<file path="config.mk">
export PLATFORM = sky130hd
export DESIGN_NAME = uart_rx
export DESIGN_NICKNAME = d
export VERILOG_FILES = /design/src/rtl/uart_rx_pkg.sv /design/src/rtl/uart_rx_sync.sv /design/src/rtl/uart_rx_framer.sv /design/src/rtl/uart_rx_holdreg.sv /design/src/rtl/uart_rx.sv
export SDC_FILE = /design/constraint.sdc
export NUM_CORES = 1
export LEC_CHECK = 0
export BUFFER_PORTS_ARGS = -buffer_cell sky130_fd_sc_hd__buf_4
export CAP_MARGIN = 10
export CORE_ASPECT_RATIO = 1.1
export CORE_MARGIN = 5
export CORE_UTILIZATION = 50
export CTS_CLUSTER_DIAMETER = 50
export DETAILED_ROUTE_END_ITERATION = 10
export GPL_TIMING_DRIVEN = 0
export PLACE_DENSITY = 0.69
export REMOVE_ABC_BUFFERS = 1
export SLEW_MARGIN = 25
export SYNTH_ARGS = -nofsm -noshare
export SYNTH_HDL_FRONTEND = slang
export SYNTH_SLANG_ARGS = --single-unit
</file>
<file path="constraint.sdc">
create_clock -name clk -period 2.4 [get_ports clk]
set_input_delay 0.12 -clock clk [delete_from_list [all_inputs] [get_ports clk]]
set_output_delay 0.12 -clock clk [all_outputs]
set_load 0.005 [all_outputs]
</file>
<file path="src/rtl/uart_rx_pkg.sv">
package uart_rx_pkg;

    localparam int DATA_W = 9;
    localparam int BCNT_W = 4;

    typedef enum logic [2:0] {
        ST_IDLE,
        ST_START,
        ST_DATA,
        ST_PARITY,
        ST_STOP
    } rx_state_e;

    typedef struct packed {
        logic [DATA_W-1:0] data;
        logic              ferr;
        logic              perr;
    } rx_char_t;

    // Number of data bits selected by the size code
    function automatic logic [BCNT_W-1:0] size_to_bits(input logic [2:0] code);
        case (code)
            3'b000:  return BCNT_W'(5);
            3'b001:  return BCNT_W'(6);
            3'b010:  return BCNT_W'(7);
            3'b111:  return BCNT_W'(9);
            default: return BCNT_W'(8);
        endcase
    endfunction

    function automatic logic parity_on(input logic [1:0] mode);
        return mode[1];
    endfunction

    // Right-justify a buffer that was filled from the top
    function automatic logic [DATA_W-1:0] align_char(input logic [DATA_W-1:0] buf_q,
                                                     input logic [BCNT_W-1:0] nbits);
        return buf_q >> (BCNT_W'(DATA_W) - nbits);
    endfunction

endpackage

</file>
<file path="src/rtl/uart_rx_sync.sv">
module uart_rx_sync #(
    parameter int STAGES = 2
) (
    input  logic clk,
    input  logic rst,
    input  logic din,
    output logic dout
);
    logic [STAGES-1:0] chain_q;

    always_ff @(posedge clk) begin
        if (rst) chain_q <= '1;
        else     chain_q <= {chain_q[STAGES-2:0], din};
    end

    assign dout = chain_q[STAGES-1];
endmodule

</file>
<file path="src/rtl/uart_rx_framer.sv">
module uart_rx_framer
    import uart_rx_pkg::*;
#(
    parameter int OSR = 16
) (
    input  logic       clk,
    input  logic       rst,
    input  logic       os_tick,
    input  logic       line,
    input  logic [2:0] cfg_size,
    input  logic [1:0] cfg_parity,
    output logic       done,
    output rx_char_t   char_out
);
    localparam int CNT_W = $clog2(OSR);
    localparam logic [CNT_W-1:0] MID_T  = CNT_W'(OSR/2 - 1);
    localparam logic [CNT_W-1:0] LAST_T = CNT_W'(OSR - 1);

    rx_state_e         state_q;
    logic [CNT_W-1:0]  tcnt_q;
    logic [BCNT_W-1:0] bcnt_q;
    logic [BCNT_W-1:0] nbits_q;
    logic [1:0]        pmode_q;
    logic [DATA_W-1:0] shbuf_q;
    logic              pbit_q;
    logic              prev_hi_q;
    logic              calc_par;

    // Unfilled low bits are zero, so XOR over the whole buffer equals XOR of the data
    assign calc_par = ^shbuf_q ^ pmode_q[0];

    always_ff @(posedge clk) begin
        if (rst) begin
            state_q   <= ST_IDLE;
            tcnt_q    <= '0;
            bcnt_q    <= '0;
            nbits_q   <= BCNT_W'(8);
            pmode_q   <= 2'b00;
            shbuf_q   <= '0;
            pbit_q    <= 1'b0;
            prev_hi_q <= 1'b0;
            done      <= 1'b0;
            char_out  <= '0;
        end else begin
            done <= 1'b0;
            if (os_tick) begin
                case (state_q)
                    ST_IDLE: begin
                        prev_hi_q <= line;
                        if (prev_hi_q && !line) begin
                            state_q <= ST_START;
                            tcnt_q  <= '0;
                            nbits_q <= size_to_bits(cfg_size);
                            pmode_q <= cfg_parity;
                        end
                    end
                    ST_START: begin
                        if (tcnt_q == MID_T) begin
                            tcnt_q <= '0;
                            if (line) begin
                                state_q   <= ST_IDLE;
                                prev_hi_q <= 1'b1;
                            end else begin
                                state_q <= ST_DATA;
                                bcnt_q  <= '0;
                                shbuf_q <= '0;
                            end
                        end else begin
                            tcnt_q <= tcnt_q + 1'b1;
                        end
                    end
                    ST_DATA: begin
                        if (tcnt_q == LAST_T) begin
                            tcnt_q  <= '0;
                            shbuf_q <= {line, shbuf_q[DATA_W-1:1]};
                            if (bcnt_q == nbits_q - 1'b1)
                                state_q <= parity_on(pmode_q) ? ST_PARITY : ST_STOP;
                            else
                                bcnt_q <= bcnt_q + 1'b1;
                        end else begin
                            tcnt_q <= tcnt_q + 1'b1;
                        end
                    end
                    ST_PARITY: begin
                        if (tcnt_q == LAST_T) begin
                            tcnt_q  <= '0;
                            pbit_q  <= line;
                            state_q <= ST_STOP;
                        end else begin
                            tcnt_q <= tcnt_q + 1'b1;
                        end
                    end
                    ST_STOP: begin
                        if (tcnt_q == LAST_T) begin
                            tcnt_q        <= '0;
                            done          <= 1'b1;
                            char_out.data <= align_char(shbuf_q, nbits_q);
                            char_out.ferr <= !line;
                            char_out.perr <= parity_on(pmode_q) && (pbit_q != calc_par);
                            state_q       <= ST_IDLE;
                            prev_hi_q     <= line;
                        end else begin
                            tcnt_q <= tcnt_q + 1'b1;
                        end
                    end
                    default: state_q <= ST_IDLE;
                endcase
            end
        end
    end

    AST_FALSE_START_IDLE: assert property (@(posedge clk) disable iff (rst)
        (state_q == ST_START && os_tick && tcnt_q == MID_T && line) |=> (state_q == ST_IDLE && !done));

    AST_STOP_FREES_BUFFER: assert property (@(posedge clk) disable iff (rst)
        (state_q == ST_STOP && os_tick && tcnt_q == LAST_T) |=> (state_q == ST_IDLE && done));

    AST_DONE_SINGLE: assert property (@(posedge clk) disable iff (rst)
        done |=> !done);

    AST_NO_PERR_WITHOUT_PARITY: assert property (@(posedge clk) disable iff (rst)
        (done && !parity_on(pmode_q)) |-> !char_out.perr);
endmodule

</file>
<file path="src/rtl/uart_rx_holdreg.sv">
module uart_rx_holdreg
    import uart_rx_pkg::*;
(
    input  logic              clk,
    input  logic              rst,
    input  logic              done,
    input  rx_char_t          char_in,
    input  logic              rd_stb,
    output logic [DATA_W-1:0] rx_data,
    output logic              rx_ready,
    output logic              err_frame,
    output logic              err_parity,
    output logic              err_overrun
);
    logic read_now;
    assign read_now = rd_stb && rx_ready;

    always_ff @(posedge clk) begin
        if (rst) begin
            rx_data     <= '0;
            rx_ready    <= 1'b0;
            err_frame   <= 1'b0;
            err_parity  <= 1'b0;
            err_overrun <= 1'b0;
        end else if (done && (!rx_ready || read_now)) begin
            rx_data     <= char_in.data;
            err_frame   <= char_in.ferr;
            err_parity  <= char_in.perr;
            rx_ready    <= 1'b1;
            err_overrun <= 1'b0;
        end else if (done) begin
            err_overrun <= 1'b1;
        end else if (read_now) begin
            rx_ready    <= 1'b0;
            err_overrun <= 1'b0;
        end
    end

    AST_LOAD_ON_DONE: assert property (@(posedge clk) disable iff (rst)
        (done && !(rx_ready && !rd_stb)) |=> (rx_ready && rx_data == $past(char_in.data)));

    AST_OVERRUN_KEEPS: assert property (@(posedge clk) disable iff (rst)
        (done && rx_ready && !rd_stb) |=> (err_overrun && $stable(rx_data) && rx_ready));

    AST_READ_CLEARS: assert property (@(posedge clk) disable iff (rst)
        (rd_stb && rx_ready && !done) |=> (!rx_ready && !err_overrun));

    AST_NO_OVERRUN_IDLE: assert property (@(posedge clk) disable iff (rst)
        !rx_ready |-> !err_overrun);
endmodule

</file>
<file path="src/rtl/uart_rx.sv">
module uart_rx
    import uart_rx_pkg::*;
#(
    parameter int OSR         = 16,
    parameter int SYNC_STAGES = 2
) (
    input  logic       clk,
    input  logic       rst,
    input  logic       os_tick,
    input  logic       rx_line,
    input  logic [2:0] cfg_size,
    input  logic [1:0] cfg_parity,
    input  logic       rd_stb,
    output logic [8:0] rx_data,
    output logic       rx_ready,
    output logic       err_frame,
    output logic       err_parity,
    output logic       err_overrun
);
    logic     line_s;
    logic     done;
    rx_char_t char_w;

    uart_rx_sync #(.STAGES(SYNC_STAGES)) u_sync (
        .clk  (clk),
        .rst  (rst),
        .din  (rx_line),
        .dout (line_s)
    );

    uart_rx_framer #(.OSR(OSR)) u_framer (
        .clk        (clk),
        .rst        (rst),
        .os_tick    (os_tick),
        .line       (line_s),
        .cfg_size   (cfg_size),
        .cfg_parity (cfg_parity),
        .done       (done),
        .char_out   (char_w)
    );

    uart_rx_holdreg u_hold (
        .clk         (clk),
        .rst         (rst),
        .done        (done),
        .char_in     (char_w),
        .rd_stb      (rd_stb),
        .rx_data     (rx_data),
        .rx_ready    (rx_ready),
        .err_frame   (err_frame),
        .err_parity  (err_parity),
        .err_overrun (err_overrun)
    );

    AST_RESET_QUIET: assert property (@(posedge clk)
        $past(rst) |-> (!rx_ready && !err_overrun));
endmodule

</file>
==> results.sh <==
export IMPL_dr_pass1_iters=4
export IMPL_leakage_nw=1.221
export IMPL_rsz0062_at_grt="no"
export IMPL_yosysSeqAreaShare=0.3916
export IMPL_core_area_sq_um=5430
export IMPL_grtUsageMet1=0.2063
export IMPL_crit_buf_inv=0
export IMPL_gr_usage_met3=0.03462
export IMPL_fin_area_sq_um=3148
export IMPL_final_common_cell="dfxtp_1"
export IMPL_tightest_slew_ps=792.2
export IMPL_criticalPathCategory="register to register"
export IMPL_yosysUniqueCellTypes=55
export IMPL_syn_area_sq_um=2811
export IMPL_nets=350
export IMPL_drc=0
export IMPL_finClkSkew_ps=10.21
export IMPL_worstPathRequired_ps=2610
export IMPL_clkPwrFrac=0.387
export IMPL_grt_pass1_wl_um=9660
export IMPL_placed_cells=399
export IMPL_ir_drop_mv=0.2557
export IMPL_busiest_layer="met2"
export IMPL_die_w_um=81.50
export IMPL_wl_per_cell_um=13.45
export IMPL_overflow=0
export IMPL_finalNonFillerCells=411
export IMPL_area_growth_pct=11.97
export IMPL_cp_start_kind="register"
export IMPL_fin_crit_ps=2245
export IMPL_std_cell_rows=28
export IMPL_cts_tree="done"
export IMPL_fmax_mhz=445.5
export IMPL_fin_util=0.5797
export IMPL_grtUsageTotal=0.1683
export IMPL_switchingPower_mw=0.3524
export IMPL_clkTransAtPathRegs_ps=100
export IMPL_drv_slew=0
export IMPL_ys_seq_elements=55
export IMPL_placed_area_sq_um=2987
export IMPL_grt_max_degree=56
export IMPL_status="finished clean"
export IMPL_clock_latency_ps=310
export IMPL_grt_use_met2=0.2911
export IMPL_synth_area_per_cell_sq_um=8.731
export IMPL_n_antenna_cell=0
export IMPL_initial_core_util=0.5177
export IMPL_ios=23
export IMPL_crit_chain="nor2b_1 -> and2b_1 -> o21ai_2 -> or4_1 -> a221oi_1"
export IMPL_cts_root_buf="clkbuf_8"
export IMPL_hold_viol=0
export IMPL_grt_pass1_vias=2151
export IMPL_hpwlAfterDp_um=3892
export IMPL_pwr_share_seq=0.571
export IMPL_slew_headroom=0.4699
export IMPL_routed_via_density=5.599
export IMPL_async_flop_share=0
export IMPL_slowest_delay_ps=540
export IMPL_cp_slowest_cell="dfxtp_1"
export IMPL_cts_made_buffers=5
export IMPL_ys_top_cells_by_area="dfxtp_1, mux2i_1, nor2_1"
export IMPL_routed_wirelength_um=5530
export IMPL_cts_buffer_depth=2
export IMPL_yosys_warnings=0
export IMPL_portBuffers=22
export IMPL_antenna_found_initial=0
export IMPL_finalSetupViolations=0
export IMPL_fp_dieH_um=88.65
export IMPL_finalWeightedCongestion=0.8193
export IMPL_synth_cells=322
export IMPL_synth_edf_count=0
export IMPL_antenna_left=0
export IMPL_period_share=0.9353
export IMPL_power_frac_comb=0.042
export IMPL_setup_worst_path_end_class="register"
export IMPL_cts_max_level=2
export IMPL_drive_above_1_share=0.1577
export IMPL_synth_top_area_share=0.3916
export IMPL_layout_common_cells="dfxtp_1, nor2_1, buf_4"
export IMPL_p_sw_frac=0.2188
export IMPL_vias=2301
export IMPL_worstPathArrival_ps=2460
export IMPL_min_path_type="primary input to register"
export IMPL_power_density_nw_per_um2=511.5
export IMPL_critPathTopFamily="simple AND/OR/NAND/NOR gates"
export IMPL_synth_top_area_cell="dfxtp_1"
export IMPL_cp_max_fo=13
export IMPL_synthFlopType="dfxtp_1"
export IMPL_p_int_mw=1.258
export IMPL_dieArea_sq_um=7224
export IMPL_maxCapViolCount=0
export IMPL_drtIter0Drc=130
export IMPL_cts_sinks=55
repair_timing:
item / CTS / global route
endpoints found under the setup margin: 4 / 5
pin swaps: 0 / 1
resized for setup: 3 / 2
buffers inserted: 0 / 3
endpoints found under the hold margin: 1 / 0
hold buffers: 1 / 0
power by group through the flow:
stage | logic, mW | clock network, mW | registers, mW
finish | 0.0674 | 0.624 | 0.919
global route | 0.0750 | 0.688 | 0.921
CTS | 0.0676 | 0.644 | 0.922
floorplan | 0.0321 | 0 | 0.941
detailed placement | 0.0660 | 0 | 0.943
global placement | 0.0648 | 0 | 0.943
layer usage:
layer | vias to the layer above | share of wire
met5 | - | 0
met4 | 0 | 0.018
met2 | 48 | 0.49
met1 | 1085 | 0.45
li1 | 1159 | -
met3 | 9 | 0.043
sequential cells by signal, summed over array words and instances, names as in the netlist:
name                cells
u_framer.pmode_q        2
u_hold.err_overrun      1
u_framer.done           1
u_framer.tcnt_q         4
u_framer.prev_hi_q      1
u_framer.shbuf_q        9
u_framer.char_out      11
u_framer.nbits_q        4
u_framer.bcnt_q         4
u_hold.rx_data          9
u_framer.pbit_q         1
u_hold.err_parity       1
u_hold.err_frame        1
u_framer.state_q        3
u_sync.chain_q          2
u_hold.rx_ready         1
worst paths after layout:
| path | to | start | depth (start not counted) | slack (ps) |
|---|---|---|---|---|
| worst max-delay path | u_framer.bcnt_q[3] | u_framer.state_q[0] | 5 | 160 |
| worst max register to register | u_framer.bcnt_q[3] | u_framer.state_q[0] | 5 | 160 |
| worst min-delay path | u_framer.pmode_q[1] | cfg_parity[1] | 3 | 40 |
| worst min register to register | u_sync.chain_q[1] | u_sync.chain_q[0] | 1 | 420 |
worst register-to-register path, cell delays in order, from the launching register on:
cell      delay (ps)
dfxtp_1          540
nor2b_1          270
and2b_1          300
o21ai_2          240
or4_1            540
a221oi_1         260
synthesized netlist by cell type, types with 3 or more instances:
cell / n
clkbuf_1: 13
nor2_1: 37
ha_1: 5
o21ai_0: 11
xnor2_1: 14
nand2b_1: 3
inv_1: 10
mux2i_1: 22
a22oi_1: 4
mux2_2: 8
or2_2: 3
o211ai_1: 4
nor2b_1: 7
nand2_1: 24
nor3_1: 5
xor2_1: 4
a21oi_1: 23
buf_2: 4
a211oi_1: 5
dfxtp_1: 55
nand3_1: 20
logic make-up (layout without fill, tap and decap cells):
group,count (synthesis),count (layout),synth area share
AOI/OAI and AO/OA,68,68,0.1589
xor gates and xnor gates,19,19,0.06408
adders and majority gates,5,5,0.02225
buffers and inverters,30,44,0.04451
DFF,55,55,0.3916
muxes,32,32,0.1264
and+or+nand+nor,113,113,0.1923
metrics by stage:
step / total power [mW] / setup TNS, ps / hold WS [ps] / worst slack [ps]
2_1_floorplan: 0.9732 / 0 / 189.1 / 175.9
3_3_place_gp: 1.007 / -139.1 / 305.8 / -91.53
3_5_place_dp: 1.009 / -318.6 / 309.6 / -176.8
4_1_cts: 1.633 / 0 / 37.14 / 115.8
5_1_grt: 1.683 / 0 / 54.16 / 28.46
6_report: 1.610 / 0 / 42.40 / 155.3
layout make-up:
cell class	instances	area, sq um
clock buffer	5	68.82
fill	510	2282
timing repair buffer	26	197.7
sequential	55	1109
inverter	10	37.54
multi-input combinational	237	1595
tap	75	93.84
clock inverter	3	46.29
(Power assumes the default switching activity.)
